$ cat config.mk
export PLATFORM = sky130hd
export DESIGN_NAME = xfer_count_regs
export DESIGN_NICKNAME = d
export VERILOG_FILES = /design/src/rtl/xfer_count_pkg.sv /design/src/rtl/xfer_count_decode.sv /design/src/rtl/xfer_count_wregs.sv /design/src/rtl/xfer_count_engine.sv /design/src/rtl/xfer_count_rdmux.sv /design/src/rtl/xfer_count_regs.sv
export SDC_FILE = /design/constraint.sdc
export NUM_CORES = 1
export LEC_CHECK = 0
export BUFFER_PORTS_ARGS = -buffer_cell sky130_fd_sc_hd__buf_2
export CAP_MARGIN = 25
export CORE_ASPECT_RATIO = 0.7
export CORE_MARGIN = 3
export CORE_UTILIZATION = 45
export DETAILED_ROUTE_END_ITERATION = 8
export GPL_TIMING_DRIVEN = 0
export PLACE_DENSITY = 0.69
export REMOVE_ABC_BUFFERS = 1
export SLEW_MARGIN = 30
export SYNTH_ARGS = -nofsm -noshare
export SYNTH_HDL_FRONTEND = slang
export SYNTH_HIERARCHICAL = 1
export SYNTH_SLANG_ARGS = --single-unit
$ cat constraint.sdc
create_clock -name clk -period 3.87 [get_ports clk]
set_input_delay 0.774 -clock clk [delete_from_list [all_inputs] [get_ports clk]]
set_output_delay 0.774 -clock clk [all_outputs]
set_load 0.005 [all_outputs]
$ cat src/rtl/xfer_count_pkg.sv
package xfer_count_pkg;
    localparam int BYTE_W       = 8;
    localparam int CMD_DMA_BIT  = 7;
    localparam int STAT_TC_BIT  = 0;
    localparam int STAT_DMA_BIT = 1;
endpackage

$ cat src/rtl/xfer_count_decode.sv
// Turns a bus write into one-hot strobes for the write-side registers.
module xfer_count_decode #(
    parameter int NBYTES  = 3,
    parameter int ADDR_W  = 4,
    parameter int ADR_CMD = 3,
    parameter int ADR_CFG = 5
) (
    input  logic              reg_wr,
    input  logic [ADDR_W-1:0] reg_addr,
    input  logic              dma_flag,
    output logic [NBYTES-1:0] cnt_wr,
    output logic              cmd_wr,
    output logic              cmd_dma,
    output logic              cfg_wr
);
    for (genvar k = 0; k < NBYTES; k++) begin : g_cnt
        assign cnt_wr[k] = reg_wr && (reg_addr == ADDR_W'(k));
    end

    assign cmd_wr  = reg_wr && (reg_addr == ADDR_W'(ADR_CMD));
    assign cmd_dma = cmd_wr && dma_flag;
    assign cfg_wr  = reg_wr && (reg_addr == ADDR_W'(ADR_CFG));
endmodule

$ cat src/rtl/xfer_count_wregs.sv
// Write-side registers: start count, written-once flag, command, config.
module xfer_count_wregs #(
    parameter int             NBYTES    = 3,
    parameter logic [7:0]     CFG_RESET = 8'h07
) (
    input  logic                          clk,
    input  logic                          rst_n,
    input  logic [NBYTES-1:0]             cnt_wr,
    input  logic                          cmd_wr,
    input  logic                          cfg_wr,
    input  logic [7:0]                    wdata,
    output logic [NBYTES*8-1:0]           start_cnt,
    output logic                          hi_written,
    output logic [7:0]                    cmd_byte,
    output logic [7:0]                    cfg_byte
);
    typedef struct packed {
        logic [NBYTES-1:0][7:0] start;
        logic                   hi_wr;
        logic [7:0]             cmd;
        logic [7:0]             cfg;
    } wside_t;

    wside_t s_d, s_q;

    always_comb begin
        s_d = s_q;
        for (int k = 0; k < NBYTES; k++) begin
            if (cnt_wr[k]) begin
                s_d.start[k] = wdata;
            end
        end
        if (cnt_wr[NBYTES-1]) begin
            s_d.hi_wr = 1'b1;
        end
        if (cmd_wr) begin
            s_d.cmd = wdata;
        end
        if (cfg_wr) begin
            s_d.cfg = wdata;
        end
    end

    always_ff @(posedge clk) begin
        if (!rst_n) begin
            s_q       <= '0;
            s_q.cfg   <= CFG_RESET;
        end else begin
            s_q <= s_d;
        end
    end

    assign start_cnt  = s_q.start;
    assign hi_written = s_q.hi_wr;
    assign cmd_byte   = s_q.cmd;
    assign cfg_byte   = s_q.cfg;
endmodule

$ cat src/rtl/xfer_count_engine.sv
// Live count: reload on a DMA command, decrement per pseudo-DMA byte.
module xfer_count_engine #(
    parameter int COUNT_W    = 24,
    parameter int ZERO_SHIFT = 16
) (
    input  logic               clk,
    input  logic               rst_n,
    input  logic               cmd_wr,
    input  logic               cmd_dma,
    input  logic               any_cnt_wr,
    input  logic               pdma_wr,
    input  logic [COUNT_W-1:0] start_cnt,
    output logic [COUNT_W-1:0] live_cnt,
    output logic               tc,
    output logic               dma_on
);
    localparam logic [COUNT_W-1:0] ZERO_VAL = COUNT_W'(1) << ZERO_SHIFT;

    typedef struct packed {
        logic [COUNT_W-1:0] live;
        logic               tc;
        logic               dma;
    } eng_t;

    eng_t e_d, e_q;
    logic cnt_zero;
    logic cnt_one;

    assign cnt_zero = (e_q.live == '0);
    assign cnt_one  = (e_q.live == COUNT_W'(1));

    always_comb begin
        e_d = e_q;
        if (any_cnt_wr) begin
            e_d.tc = 1'b0;
        end
        if (cmd_wr) begin
            e_d.dma = cmd_dma;
            if (cmd_dma) begin
                e_d.live = (start_cnt == '0) ? ZERO_VAL : start_cnt;
            end
        end else if (pdma_wr && !cnt_zero) begin
            e_d.live = e_q.live - COUNT_W'(1);
            if (cnt_one) begin
                e_d.tc = 1'b1;
            end
        end
    end

    always_ff @(posedge clk) begin
        if (!rst_n) begin
            e_q <= '0;
        end else begin
            e_q <= e_d;
        end
    end

    assign live_cnt = e_q.live;
    assign tc       = e_q.tc;
    assign dma_on   = e_q.dma;
endmodule

$ cat src/rtl/xfer_count_rdmux.sv
// Read data selection.
module xfer_count_rdmux #(
    parameter int         NBYTES   = 3,
    parameter int         ADDR_W   = 4,
    parameter int         ADR_CMD  = 3,
    parameter int         ADR_STAT = 4,
    parameter int         ADR_CFG  = 5,
    parameter logic [7:0] CHIP_ID  = 8'hA2
) (
    input  logic [ADDR_W-1:0]     reg_addr,
    input  logic [NBYTES*8-1:0]   live_cnt,
    input  logic                  hi_written,
    input  logic                  tc,
    input  logic                  dma_on,
    input  logic [7:0]            cmd_byte,
    input  logic [7:0]            cfg_byte,
    output logic [7:0]            rdata
);
    import xfer_count_pkg::*;

    logic [7:0] status;

    always_comb begin
        status               = '0;
        status[STAT_TC_BIT]  = tc;
        status[STAT_DMA_BIT] = dma_on;
    end

    always_comb begin
        rdata = '0;
        for (int k = 0; k < NBYTES; k++) begin
            if (reg_addr == ADDR_W'(k)) begin
                rdata = live_cnt[k*8 +: 8];
            end
        end
        if (reg_addr == ADDR_W'(NBYTES-1) && !hi_written) begin
            rdata = CHIP_ID;
        end
        if (reg_addr == ADDR_W'(ADR_CMD))  rdata = cmd_byte;
        if (reg_addr == ADDR_W'(ADR_STAT)) rdata = status;
        if (reg_addr == ADDR_W'(ADR_CFG))  rdata = cfg_byte;
    end
endmodule

$ cat src/rtl/xfer_count_regs.sv
module xfer_count_regs #(
    parameter int         COUNT_W    = 24,
    parameter int         ADDR_W     = 4,
    parameter int         ZERO_SHIFT = 16,
    parameter logic [7:0] CHIP_ID    = 8'hA2,
    parameter logic [7:0] CFG_RESET  = 8'h07
) (
    input  logic               clk,
    input  logic               rst_n,
    input  logic               reg_wr,
    input  logic [ADDR_W-1:0]  reg_addr,
    input  logic [7:0]         reg_wdata,
    output logic [7:0]         reg_rdata,
    input  logic               pdma_wr,
    output logic [COUNT_W-1:0] xfer_count,
    output logic               tc_flag,
    output logic               dma_mode
);
    import xfer_count_pkg::*;

    localparam int NBYTES   = COUNT_W / BYTE_W;
    localparam int ADR_CMD  = NBYTES;
    localparam int ADR_STAT = NBYTES + 1;
    localparam int ADR_CFG  = NBYTES + 2;

    logic [NBYTES-1:0]  cnt_wr;
    logic               cmd_wr;
    logic               cmd_dma;
    logic               cfg_wr;
    logic [COUNT_W-1:0] start_cnt;
    logic               hi_written;
    logic [7:0]         cmd_byte;
    logic [7:0]         cfg_byte;

    xfer_count_decode #(
        .NBYTES(NBYTES), .ADDR_W(ADDR_W), .ADR_CMD(ADR_CMD), .ADR_CFG(ADR_CFG)
    ) u_dec (
        .reg_wr  (reg_wr),
        .reg_addr(reg_addr),
        .dma_flag(reg_wdata[CMD_DMA_BIT]),
        .cnt_wr  (cnt_wr),
        .cmd_wr  (cmd_wr),
        .cmd_dma (cmd_dma),
        .cfg_wr  (cfg_wr)
    );

    xfer_count_wregs #(
        .NBYTES(NBYTES), .CFG_RESET(CFG_RESET)
    ) u_wregs (
        .clk       (clk),
        .rst_n     (rst_n),
        .cnt_wr    (cnt_wr),
        .cmd_wr    (cmd_wr),
        .cfg_wr    (cfg_wr),
        .wdata     (reg_wdata),
        .start_cnt (start_cnt),
        .hi_written(hi_written),
        .cmd_byte  (cmd_byte),
        .cfg_byte  (cfg_byte)
    );

    xfer_count_engine #(
        .COUNT_W(COUNT_W), .ZERO_SHIFT(ZERO_SHIFT)
    ) u_eng (
        .clk       (clk),
        .rst_n     (rst_n),
        .cmd_wr    (cmd_wr),
        .cmd_dma   (cmd_dma),
        .any_cnt_wr(|cnt_wr),
        .pdma_wr   (pdma_wr),
        .start_cnt (start_cnt),
        .live_cnt  (xfer_count),
        .tc        (tc_flag),
        .dma_on    (dma_mode)
    );

    xfer_count_rdmux #(
        .NBYTES(NBYTES), .ADDR_W(ADDR_W), .ADR_CMD(ADR_CMD),
        .ADR_STAT(ADR_STAT), .ADR_CFG(ADR_CFG), .CHIP_ID(CHIP_ID)
    ) u_rd (
        .reg_addr  (reg_addr),
        .live_cnt  (xfer_count),
        .hi_written(hi_written),
        .tc        (tc_flag),
        .dma_on    (dma_mode),
        .cmd_byte  (cmd_byte),
        .cfg_byte  (cfg_byte),
        .rdata     (reg_rdata)
    );
endmodule

Word-level counts from Yosys, hierarchy flattened --
Cells that the tools add are included.
Storage, ports and cells: input bits 16, register bits after elaboration 67
Operators by class: add/subtract/negate cells 1, equal/unequal tests 7, multiplexer cells 14, reduce and logical (&&, ||, !) cells 16
Operators by type and width (count):
- 24-bit 2-to-1 mux | 3
- 8-bit 2-to-1 mux | 7
- 24-bit logical NOT | 2
- 25-bit 2-to-1 mux | 1
- 24-bit by 1-bit equality test with 1-bit output, second input constant | 1
- 24-bit by 1-bit subtractor with 24-bit output, second input constant | 1
- 4-bit by 2-bit equality test with 1-bit output, second input constant | 2
- 4-bit by 3-bit equality test with 1-bit output, second input constant | 2
- 1-bit logical AND | 8
- 4-bit by 1-bit equality test with 1-bit output, second input constant | 1
- 4-bit logical NOT | 1
- 1-bit 2-to-1 mux | 3
- 3-bit OR reduction | 1
- 1-bit logical NOT | 2
- 2-bit by 1-bit inequality test with 1-bit output, second input constant | 1
- 2-bit AND reduction | 1
- 2-bit nonzero test | 1

Depth between registers and ports, before layout --
Gate-level depths: netlist (run 1).
depth in word-level cells 8, depth in mapped cells 9, depth with buffers taken out 7

Modules after synthesis --
Netlist (run 1), hierarchy kept.
Modules (own cells, without submodules):
- xfer_count_engine | sequential area each 520.5 um^2, instances 1, cells each 214, area an instance 1724.2 um^2
- xfer_count_wregs | sequential area each 820.8 um^2, instances 1, cells each 131, area an instance 1547.7 um^2
- xfer_count_rdmux | sequential area each 0.0 um^2, instances 1, cells each 63, area an instance 464.2 um^2
- xfer_count_decode | sequential area each 0.0 um^2, instances 1, cells each 10, area an instance 72.6 um^2
- xfer_count_regs | sequential area each 0.0 um^2, instances 1, cells each 1, area an instance 6.3 um^2

Worst setup path before layout (run 1) --
OpenSTA, ideal clock, no wires.
path type in2reg, start point in reg_addr[3], end point reg u_eng.e_q, in the netlist u_eng/live_cnt[6], buffers on the path 2, setup slack 1.263 ns, setup time 0.070 ns, cell stages on the path 7, required time 3.800 ns, data arrival time 2.536 ns, cell sequence or3b_4 > nor2_1 > and2_1 > clkbuf_1 > clkbuf_1 > a22oi_1 > a21oi_1
On the way: word-level cells in the longest chain between the ends 5, elaborated cells on any way between the ends 7, those cells by class 2 x eq/ne; 1 x mux; 4 x reduce/logical
Ends and longest elaborated chain:
- start: declaration | RTL line xfer_count_regs.sv:11 | input logic [ADDR_W-1:0] reg_addr,
- 4-bit by 2-bit equality test with 1-bit output (*) | RTL line xfer_count_decode.sv:20 | assign cmd_wr = reg_wr && (reg_addr == ADDR_W'(ADR_CMD));
- 1-bit logical AND (*) | RTL line xfer_count_decode.sv:20
- named net cmd_wr | RTL line xfer_count_regs.sv:27 | logic cmd_wr;
- 1-bit logical AND | RTL line xfer_count_decode.sv:21 | assign cmd_dma = cmd_wr && dma_flag;
- 2-bit by 1-bit inequality test with 1-bit output (no source line)
- 2-bit AND reduction (no source line)
- end signal: assignment | RTL line xfer_count_engine.sv:52 | e_q <= '0;
- end signal: assignment | RTL line xfer_count_engine.sv:54 | e_q <= e_d;
- end: declaration | RTL line xfer_count_engine.sv:25 | eng_t e_d, e_q;
Mark *: on every way through the listed nets, which the timed path passes. The rest lies on a longest branch. A chain may end at the register's enable or synchronous reset.

Worst setup path after layout (run 1) --
start point in reg_addr[3], end point reg u_eng.e_q, in the netlist u_eng/live_cnt[3]
Same word-level chain as after synthesis.

==> impl_metrics.env, run 1 <==
export IMPL_r2r_slack_ns=1.28
export IMPL_cts_tree="yes"
export IMPL_worstPathRequired_ns=4.11
export IMPL_grtUsageMet1_pct=36.60
export IMPL_fmax_ghz=0.2903
export IMPL_synth_compound_area_share_pct=18.92
export IMPL_p_leak_nw=1.541
export IMPL_fin_crit_ns=3.445
export IMPL_met3_usage_pct=6.992
export IMPL_drc_errors=0
export IMPL_synthTopCellsByArea="dfxtp_1 (35%), mux2i_1 (10%), nor2b_1 (6.7%), buf_6 (3.0%), nand2_1 (2.7%)"
export IMPL_dp_slack_ns=0.2303
export IMPL_rsz0062_at_grt="false"
export IMPL_totalWireLength_um=11660
export IMPL_post_route_util_pct=53.31
export IMPL_grt_pass1_vias=3250
export IMPL_syn_to_final_growth_pct=12.36
export IMPL_status="finished, final reports clean"
export IMPL_post_dp_hpwl_um=8118
export IMPL_hold_path_class="flip-flop to flip-flop"
export IMPL_cts_resized=0
export IMPL_final_instance_count_excl_fill=560
export IMPL_dieHeight_um=83.04
export IMPL_syn_avg_cell_area_um2=9.105
export IMPL_synth_edf_count=0
export IMPL_cp_max_fo=20
export IMPL_grt_pass1_wl_um=18120
export IMPL_io_buffers=49
export IMPL_h_tree_depth=3
export IMPL_crit_end="u_eng/live_cnt[3]"
export IMPL_cts_max_path_buffers=2
export IMPL_vdd_ir_drop_max_mv=0.3600
export IMPL_synth_simple_area_share_pct=25.32
export IMPL_core_um2=8040
export IMPL_cts_setup_buffers=0
export IMPL_drt_initial_drc_count=413
export IMPL_clk_pin_slew_worst_paths_ns=0.05
export IMPL_synth_top_area_share_pct=35.16
export IMPL_cts_sinks=67
export IMPL_r2r_end="u_eng/live_cnt[17]"
export IMPL_setup_violations=0
export IMPL_worstMarginPinSlew_ns=0.9339
export IMPL_final_hold_viol_count=0
export IMPL_power_density_nw_per_um2=613.4
export IMPL_grt_max_degree=52
export IMPL_drv_slew=0
export IMPL_slew_headroom_pct=37.47
export IMPL_ys_warn_count=6
export IMPL_viasPerCell=6.339
export IMPL_final_nets=473
export IMPL_rows=27
export IMPL_yosysUniqueCellTypes=63
export IMPL_grt_antenna_before_repair=0
export IMPL_synthArstFlopShare_pct=0
export IMPL_first_pass_iters=6
export IMPL_synthCells=419
export IMPL_cts_root_buffer_cell="clkbuf_16"
export IMPL_synth_most_common_cell="dfxtp_1"
export IMPL_start_util_pct=47.45
export IMPL_grt_overflow=0
export IMPL_yosysSeqAreaShare_pct=35.16
export IMPL_grt_use_total_pct=24.23
export IMPL_antenna_cells=0
export IMPL_drive_gt1_share_pct=17.86
export IMPL_ys_ff_latch=67
export IMPL_tns_ns=0
export IMPL_critPathKind="input pin to flip-flop"
export IMPL_rr_worst_depth=6
export IMPL_synth_adder_area_share_pct=0.9839
export IMPL_met2_usage_pct=33.68
export IMPL_start_kind="input pin"
export IMPL_fillers=759
export IMPL_clock_skew_ns=0.004950
export IMPL_fin_ws_ns=0.4251
export IMPL_die_x_um=116.1
export IMPL_route_vias_total=3550
export IMPL_synth_xor_area_share_pct=0.6888
export IMPL_die_area_um2=9636
export IMPL_ant_nets=0
export IMPL_synthTopCellsByCount="dfxtp_1 (67), nor2b_1 (41), mux2i_1 (40)"
export IMPL_finalInstanceArea_um2=4287
export IMPL_synth_top_family_by_area="simple AND/OR/NAND/NOR gates"
export IMPL_dpl_cell_count=544
export IMPL_numCtsBuffers=9
export IMPL_reg2reg_from="u_eng/live_cnt[4]"
export IMPL_ys_flop_type="dfxtp_1"
export IMPL_critPathLaunch="reg_addr[3]"
export IMPL_fin_crit_sh_pct=89.01
export IMPL_arrival_ns=3.69
export IMPL_end_kind="flip-flop"
export IMPL_drv_cap=0
export IMPL_grt_busiest_layer="met1"
export IMPL_top_level_ports=50
export IMPL_globalplace_congestion=0.8964
export IMPL_postCtsHoldBufs=0
export IMPL_synth_largest_area_cell="dfxtp_1"
export IMPL_post_drt_wl_per_cell_um=20.82
export IMPL_synth_cell_area_um2=3815
export IMPL_hold_slack_ns=0.4746
export IMPL_synth_mux_area_share_pct=12.96
export IMPL_dpl_cell_area_um2=4031
export IMPL_total_power_mw=2.629
export IMPL_clock_latency_ns=0.33
cell families (layout without fill, tap and decap cells):
| group | after synthesis | count (layout) |
|---|---|---|
| XOR/XNOR | 3 | 3 |
| AND/OR/NAND/NOR | 163 | 163 |
| flip-flops | 67 | 67 |
| adder cells (fa/ha/maj) | 3 | 3 |
| multiplexers | 47 | 47 |
| buffers and inverters | 37 | 77 |
| AO/OA/AOI/OAI | 99 | 99 |
layout make-up:
type	count	area [um2]	share of cell area, %
clock buffer	13	240.2	5.604
clock inverter	3	15.01	0.3503
inverter	10	37.54	0.8757
multi-input combinational	315	2258	52.69
sequential	67	1341	31.29
tap	101	126.4	2.948
timing repair buffer	51	267.8	6.246
worst max-delay path: stages:
cell	delay [ns]
buf_2	0.14
or3b_4	0.46
nor2_2	0.75
and2_1	0.85
o21a_1	0.38
a22oi_1	0.13
a21oi_1	0.18
worst min-delay path by stage:
stage                     cells after the start                   to                 from  slack [ns]
after global routing                          2  u_wregs/cfg_byte[1]  u_wregs/cfg_byte[1]        0.51
after floorplan                               2  u_wregs/cfg_byte[0]  u_wregs/cfg_byte[0]        0.43
final                                         2  u_wregs/cfg_byte[0]  u_wregs/cfg_byte[0]        0.47
after global placement                        2  u_wregs/cfg_byte[0]  u_wregs/cfg_byte[0]        0.45
after detailed placement                      2  u_wregs/cfg_byte[1]  u_wregs/cfg_byte[1]        0.46
after CTS                                     2  u_wregs/cfg_byte[1]  u_wregs/cfg_byte[1]        0.47
sequential cells by signal, indices dropped and copies added (netlist names):
name and count:
u_eng/dma_on 1, u_eng/live_cnt 24, u_eng/tc 1, u_wregs/cfg_byte 8
u_wregs/cmd_byte 8, u_wregs/hi_written 1, u_wregs/start_cnt 24
layer usage:
metal  up-vias  part of all wire [%]
met4         0                  0.85
met5         -                     0
li1       1626                     -
met1      1718                    46
met3        11                    10
met2       195                    43
report_power, final:
part / total, mW / leakage (nW) / internal, mW / switching, mW
logic: 0.986 / 0.870 / 0.407 / 0.579
clock network: 0.720 / 0.127 / 0.430 / 0.289
registers: 0.924 / 0.543 / 0.765 / 0.158
total: 2.63 / 1.54 / 1.60 / 1.03
cell usage in the layout (no fill, tap or decap), types with 4 or more instances in the layout:
master / count
dfxtp_1: 67
buf_2: 49
nor2b_1: 41
mux2i_1: 40
nand2_1: 27
o21ai_0: 14
nor3_1: 13
nand2b_1: 13
nor2_1: 12
a21oi_1: 11
a31oi_1: 11
or3_1: 10
clkbuf_16: 9
nand3_1: 9
inv_1: 9
o21a_1: 9
nor4_1: 8
a32o_1: 7
a22o_1: 6
o211ai_1: 6
a2bb2oi_1: 6
o311ai_0: 5
clkbuf_1: 4
mux2_4: 4
a22oi_1: 4
Note: power is estimated with default switching activity, not from simulation.
==> run 2, diff against run 1 <==
BUFFER_PORTS_ARGS = not set   (was -buffer_cell sky130_fd_sc_hd__buf_2)
DONT_BUFFER_PORTS = 1   (was not set)
PLACE_DENSITY = 0.64   (was 0.69)
==> run 2 against run 1 <==
Net effect:
- non-clock buffer count decreased by 49
- maximum frequency up 12%
- register-to-register slack about the same
- sequential share of layout area increased by 1.3 points
- routed wire length shrank 2.0%
- setup slack gained 0.37 ns
- critical endpoint is now u_eng/live_cnt[2]
- power increased by 2.7%
- sequential power increased by 2%
- clock skew barely moved
- count of clock-buffer cells in the layout is 1 lower
- first-iteration DRC count rose by 2.9%
==> impl_metrics.env, run 2 (synthesis results as in run 1) <==
export IMPL_status="finished, final reports clean"
export IMPL_switching_power_mw=0.9869
export IMPL_antenna_cells=0
export IMPL_core_um2=8040
export IMPL_min_to="u_wregs/cfg_byte[1]"
export IMPL_cp_top_family="simple AND/OR/NAND/NOR gates"
export IMPL_cts_sinks=67
export IMPL_fmax_ghz=0.3253
export IMPL_hold_slack_ns=0.4733
export IMPL_most_common_layout_cells="dfxtp_1 (67), nor2b_1 (41), mux2i_1 (40)"
export IMPL_intPower_mw=1.715
export IMPL_grt_pass1_wl_um=17860
export IMPL_grt_antenna_before_repair=0
export IMPL_pwr_share_clk_pct=33.2
export IMPL_drc_errors=0
export IMPL_die_area_um2=9636
export IMPL_grt_use_total_pct=24.09
export IMPL_cp_max_fo=20
export IMPL_drv_slew=0
export IMPL_cts_resized=0
export IMPL_h_tree_depth=3
export IMPL_combPwrFrac_pct=32.1
export IMPL_vdd_ir_drop_max_mv=0.4092
export IMPL_ant_nets=0
export IMPL_totalWireLength_um=11420
export IMPL_r2r_end="u_eng/live_cnt[7]"
export IMPL_finalInstanceArea_um2=4119
export IMPL_setup_violations=0
export IMPL_seq_power_share_pct=34.8
export IMPL_die_x_um=116.1
export IMPL_critPathKind="input pin to flip-flop"
export IMPL_grt_overflow=0
export IMPL_post_drt_wl_per_cell_um=22.35
export IMPL_crit_chain="or3b_4 > nor2_2 > buf_6 > and2_1 > o21a_1 > a22oi_1 > a21oi_1"
export IMPL_rr_worst_depth=5
export IMPL_start_kind="input pin"
export IMPL_end_kind="flip-flop"
export IMPL_worstMarginPinSlew_ns=0.8631
export IMPL_first_pass_iters=7
export IMPL_grt_max_degree=52
export IMPL_holdPathStages=2
export IMPL_route_vias_total=3328
export IMPL_rows=27
export IMPL_io_buffers=0
export IMPL_rsz0062_at_grt="false"
export IMPL_top_level_ports=50
export IMPL_critical_path_max_stage_delay_ns=0.71
export IMPL_fin_crit_sh_pct=79.44
export IMPL_p_leak_nw=1.337
export IMPL_post_route_util_pct=51.23
export IMPL_cp_slowest_cell="and2_1"
export IMPL_fin_crit_ns=3.074
export IMPL_hold_path_class="flip-flop to flip-flop"
export IMPL_hold_path_startpoint="u_wregs/cfg_byte[1]"
export IMPL_cts_setup_buffers=0
export IMPL_globalplace_congestion=0.8986
export IMPL_cts_root_buffer_cell="clkbuf_16"
export IMPL_dpl_cell_count=495
export IMPL_reg2reg_from="u_eng/live_cnt[4]"
export IMPL_clk_pin_slew_worst_paths_ns=0.06
export IMPL_tns_ns=0
export IMPL_drt_initial_drc_count=425
export IMPL_start_util_pct=47.45
export IMPL_slew_headroom_pct=42.15
export IMPL_p_sw_share_pct=36.53
export IMPL_final_common_cell="dfxtp_1"
export IMPL_fillers=756
export IMPL_clock_skew_ns=0.004835
export IMPL_cts_tree="yes"
export IMPL_critPathBufInv=1
export IMPL_final_instance_count_excl_fill=511
export IMPL_final_hold_viol_count=0
export IMPL_r2r_slack_ns=1.28
export IMPL_cts_max_path_buffers=2
export IMPL_drv_cap=0
export IMPL_syn_to_final_growth_pct=7.970
export IMPL_postCtsHoldBufs=0
export IMPL_numCtsBuffers=9
export IMPL_power_density_nw_per_um2=655.9
export IMPL_dpl_cell_area_um2=3782
export IMPL_arrival_ns=3.32
export IMPL_final_nets=424
export IMPL_worstPathRequired_ns=4.12
export IMPL_grt_pass1_vias=3035
export IMPL_post_dp_hpwl_um=8205
export IMPL_viasPerCell=6.513
export IMPL_clock_latency_ns=0.33
export IMPL_drive_gt1_share_pct=9.024
export IMPL_dieHeight_um=83.04
[run 2: cell type report]
| type | count | area, um2 | area share, % |
|---|---|---|---|
| Clock buffer | 12 | 256.5 | 6.227 |
| Sequential cell | 67 | 1341 | 32.56 |
| Clock inverter | 4 | 72.57 | 1.762 |
| Timing Repair Buffer | 2 | 18.77 | 0.4557 |
| Inverter | 10 | 37.54 | 0.9113 |
| Tap cell | 101 | 126.4 | 3.068 |
| Multi-Input combinational cell | 315 | 2266 | 55.01 |
[run 2: worst min-delay path, cell delays in order (launching register included)]
cell and delay (ns):
dfxtp_1 0.32, mux2i_1 0.07, nand2_1 0.06
[run 2: worst max-delay path by stage]
stage	to	cells past startpoint	slack, ns	start
floorplan	u_eng/live_cnt[23]	6	0.69	reg_addr[3]
global placement	u_eng/live_cnt[20]	6	-0.32	reg_addr[3]
detailed placement	u_eng/live_cnt[2]	7	0.49	reg_addr[3]
CTS	u_eng/live_cnt[2]	7	0.84	reg_addr[3]
global route	u_eng/live_cnt[3]	7	0.71	reg_addr[3]
finish	u_eng/live_cnt[2]	7	0.80	reg_addr[3]
[run 2: through the flow]
step                worst slack (ns)  total power [mW]
finish                        0.7959             2.702
global route                  0.7087             2.851
CTS                           0.8371             2.688
detailed placement            0.4917             1.786
global placement             -0.3240             1.765
floorplan                     0.6900             1.544
[run 2: layer usage]
| layer | wire length, um | GRT usage, % | vias up |
|---|---|---|---|
| met3 | 1212 | 6.191 | 17 |
| met2 | 4785 | 33.52 | 170 |
| met5 | 0 | 0 | - |
| met1 | 5282 | 37.10 | 1613 |
| li1 | - | - | 1528 |
| met4 | 141 | 4.953 | 0 |
[run 2: power by group through the flow]
| stage | clock, mW | combinational [mW] | sequential [mW] |
|---|---|---|---|
| finish | 0.896 | 0.867 | 0.939 |
| global placement | 0 | 0.818 | 0.947 |
| global route | 0.945 | 0.956 | 0.950 |
| detailed placement | 0 | 0.838 | 0.948 |
| CTS | 0.909 | 0.845 | 0.935 |
| floorplan | 0 | 0.655 | 0.890 |
==> run 3, diff against run 2 <==
PLACE_DENSITY = 0.66   (was 0.64)
clock period = 2.46 ns   (was 3.87 ns; I/O delays follow)
==> run 3 against run 2 <==
Net effect:
- count of clock-buffer cells in the layout is 2 lower
- global-route usage is 0.097 points lower
- setup slack worse by 0.66 ns
- power is 55% higher
- via count is 0.30% lower
- die area stayed put
- critical path type unchanged
- largest cell class unchanged
- highest routed layer unchanged
==> impl_metrics.env, run 3 (synthesis results as in run 1) <==
export IMPL_status="finished, final reports clean"
export IMPL_grt_antenna_before_repair=0
export IMPL_grt_pass1_vias=3073
export IMPL_critPathKind="input pin to flip-flop"
export IMPL_grt_pass1_wl_um=17540
export IMPL_drc_errors=0
export IMPL_hold_path_class="input pin to flip-flop"
export IMPL_cts_max_path_buffers=2
export IMPL_core_um2=8040
export IMPL_total_power_mw=4.183
export IMPL_grt_overflow=0
export IMPL_worstPathRequired_ns=2.71
export IMPL_multi_input_area_um2=2292
export IMPL_power_density_nw_per_um2=1016
export IMPL_cp_top_family="simple AND/OR/NAND/NOR gates"
export IMPL_drv_cap=0
export IMPL_start_util_pct=47.45
export IMPL_syn_to_final_growth_pct=7.937
export IMPL_fin_crit_sh_pct=94.44
export IMPL_route_vias_total=3318
export IMPL_rows=27
export IMPL_drive_gt1_share_pct=10.46
export IMPL_globalplace_congestion=0.9259
export IMPL_setup_violations=0
export IMPL_final_nets=425
export IMPL_slew_headroom_pct=39.95
export IMPL_h_tree_depth=3
export IMPL_end_kind="flip-flop"
export IMPL_critical_path_max_stage_delay_ns=0.46
export IMPL_critPathBufInv=1
export IMPL_dieHeight_um=83.04
export IMPL_holdPathStages=1
export IMPL_arrival_ns=2.57
export IMPL_fillers=750
export IMPL_vdd_ir_drop_max_mv=0.7881
export IMPL_clock_skew_ns=0.007010
export IMPL_numCtsBuffers=9
export IMPL_start_kind="input pin"
export IMPL_ant_nets=0
export IMPL_p_leak_nw=1.340
export IMPL_clock_latency_ns=0.34
export IMPL_finalInstanceArea_um2=4118
export IMPL_top_level_ports=50
export IMPL_die_area_um2=9636
export IMPL_io_buffers=0
export IMPL_grt_max_degree=52
export IMPL_worstMarginPinSlew_ns=0.8968
export IMPL_antenna_cells=0
export IMPL_cts_tree="yes"
export IMPL_tns_ns=0
export IMPL_final_hold_viol_count=0
export IMPL_fmax_ghz=0.4304
export IMPL_viasPerCell=6.480
export IMPL_crit_chain="or3b_4 > nor2_4 > buf_6 > and2_2 > o21a_1 > nand2_1 > a31oi_1"
export IMPL_rr_worst_depth=7
export IMPL_grt_use_total_pct=23.99
export IMPL_totalWireLength_um=11520
export IMPL_drt_initial_drc_count=319
export IMPL_die_x_um=116.1
export IMPL_rsz0062_at_grt="false"
export IMPL_final_common_cell="dfxtp_1"
export IMPL_hold_slack_ns=0.2381
export IMPL_cp_max_fo=20
export IMPL_cts_root_buffer_cell="clkbuf_16"
export IMPL_drv_slew=0
export IMPL_cp_slowest_cell="and2_2"
export IMPL_cp_num_cells=7
export IMPL_first_pass_iters=5
export IMPL_fin_crit_ns=2.323
export IMPL_dpl_cell_area_um2=3784
export IMPL_most_common_layout_cells="dfxtp_1 (67), nor2b_1 (41), mux2i_1 (40)"
export IMPL_post_drt_wl_per_cell_um=22.50
export IMPL_postCtsHoldBufs=0
export IMPL_post_dp_hpwl_um=8221
export IMPL_seqCellArea_um2=1341
export IMPL_cts_sinks=67
export IMPL_clk_pin_slew_worst_paths_ns=0.05
[run 3: cell count changes in the layout (fill, tap and decap cells not counted), sizes merged]
cell,delta
bufinv,-1
clkinvlp,-1
buf,+1
clkinv,+4
clkbuf,-2
[run 3: area by class of cell]
type,count,area share [%]
clock buffer,10,5.804
clock inverter,6,1.337
tap,101,3.069
multi-input combinational,315,55.67
sequential,67,32.57
timing repair buffer,3,0.6381
inverter,10,0.9116
[run 3: path summary, 6_finish.rpt]
path,from,end,slack [ns]
max,reg_addr[3],u_eng/live_cnt[15],0.14
min,rst_n,u_wregs/cfg_byte[2],0.24
max reg2reg,u_eng/live_cnt[0],u_eng/live_cnt[17],0.18
min reg2reg,u_wregs/cfg_byte[0],u_wregs/cfg_byte[0],0.47
[run 3: routing by layer]
layer	track usage [%]	up-vias	part of all wire, %
met5	0	-	0
met4	4.953	0	1.1
met3	12.38	11	12
met2	32.79	164	41
met1	33.62	1611	46
li1	-	1532	-
[run 3: timing repair]
action | in CTS | in global routing
gates resized for setup | 2 | 5
endpoints found under the setup margin | 12 | 23
hold endpoints to repair | 0 | 0
gates cloned | 0 | 0
pin swaps | 0 | 1
buffers inserted | 0 | 1
[run 3: where the power goes]
| group | leakage (nW) | total, mW | switching (mW) | internal [mW] |
|---|---|---|---|---|
| Sequential | 0.543 | 1.48 | 0.272 | 1.20 |
| Clock | 0.152 | 1.28 | 0.480 | 0.802 |
| Combinational | 0.645 | 1.43 | 0.849 | 0.577 |
| Total | 1.34 | 4.18 | 1.60 | 2.58 |
[run 3: through the flow]
stage,setup WS [ns],util [%],std cells
final,0.1367,51.21,512
after detailed placement,-0.6021,47.06,495
after floorplan,-0.4380,-,392
after CTS,0.01838,50.76,511
after global routing,0.02007,51.21,512
after global placement,-1.443,46.65,493
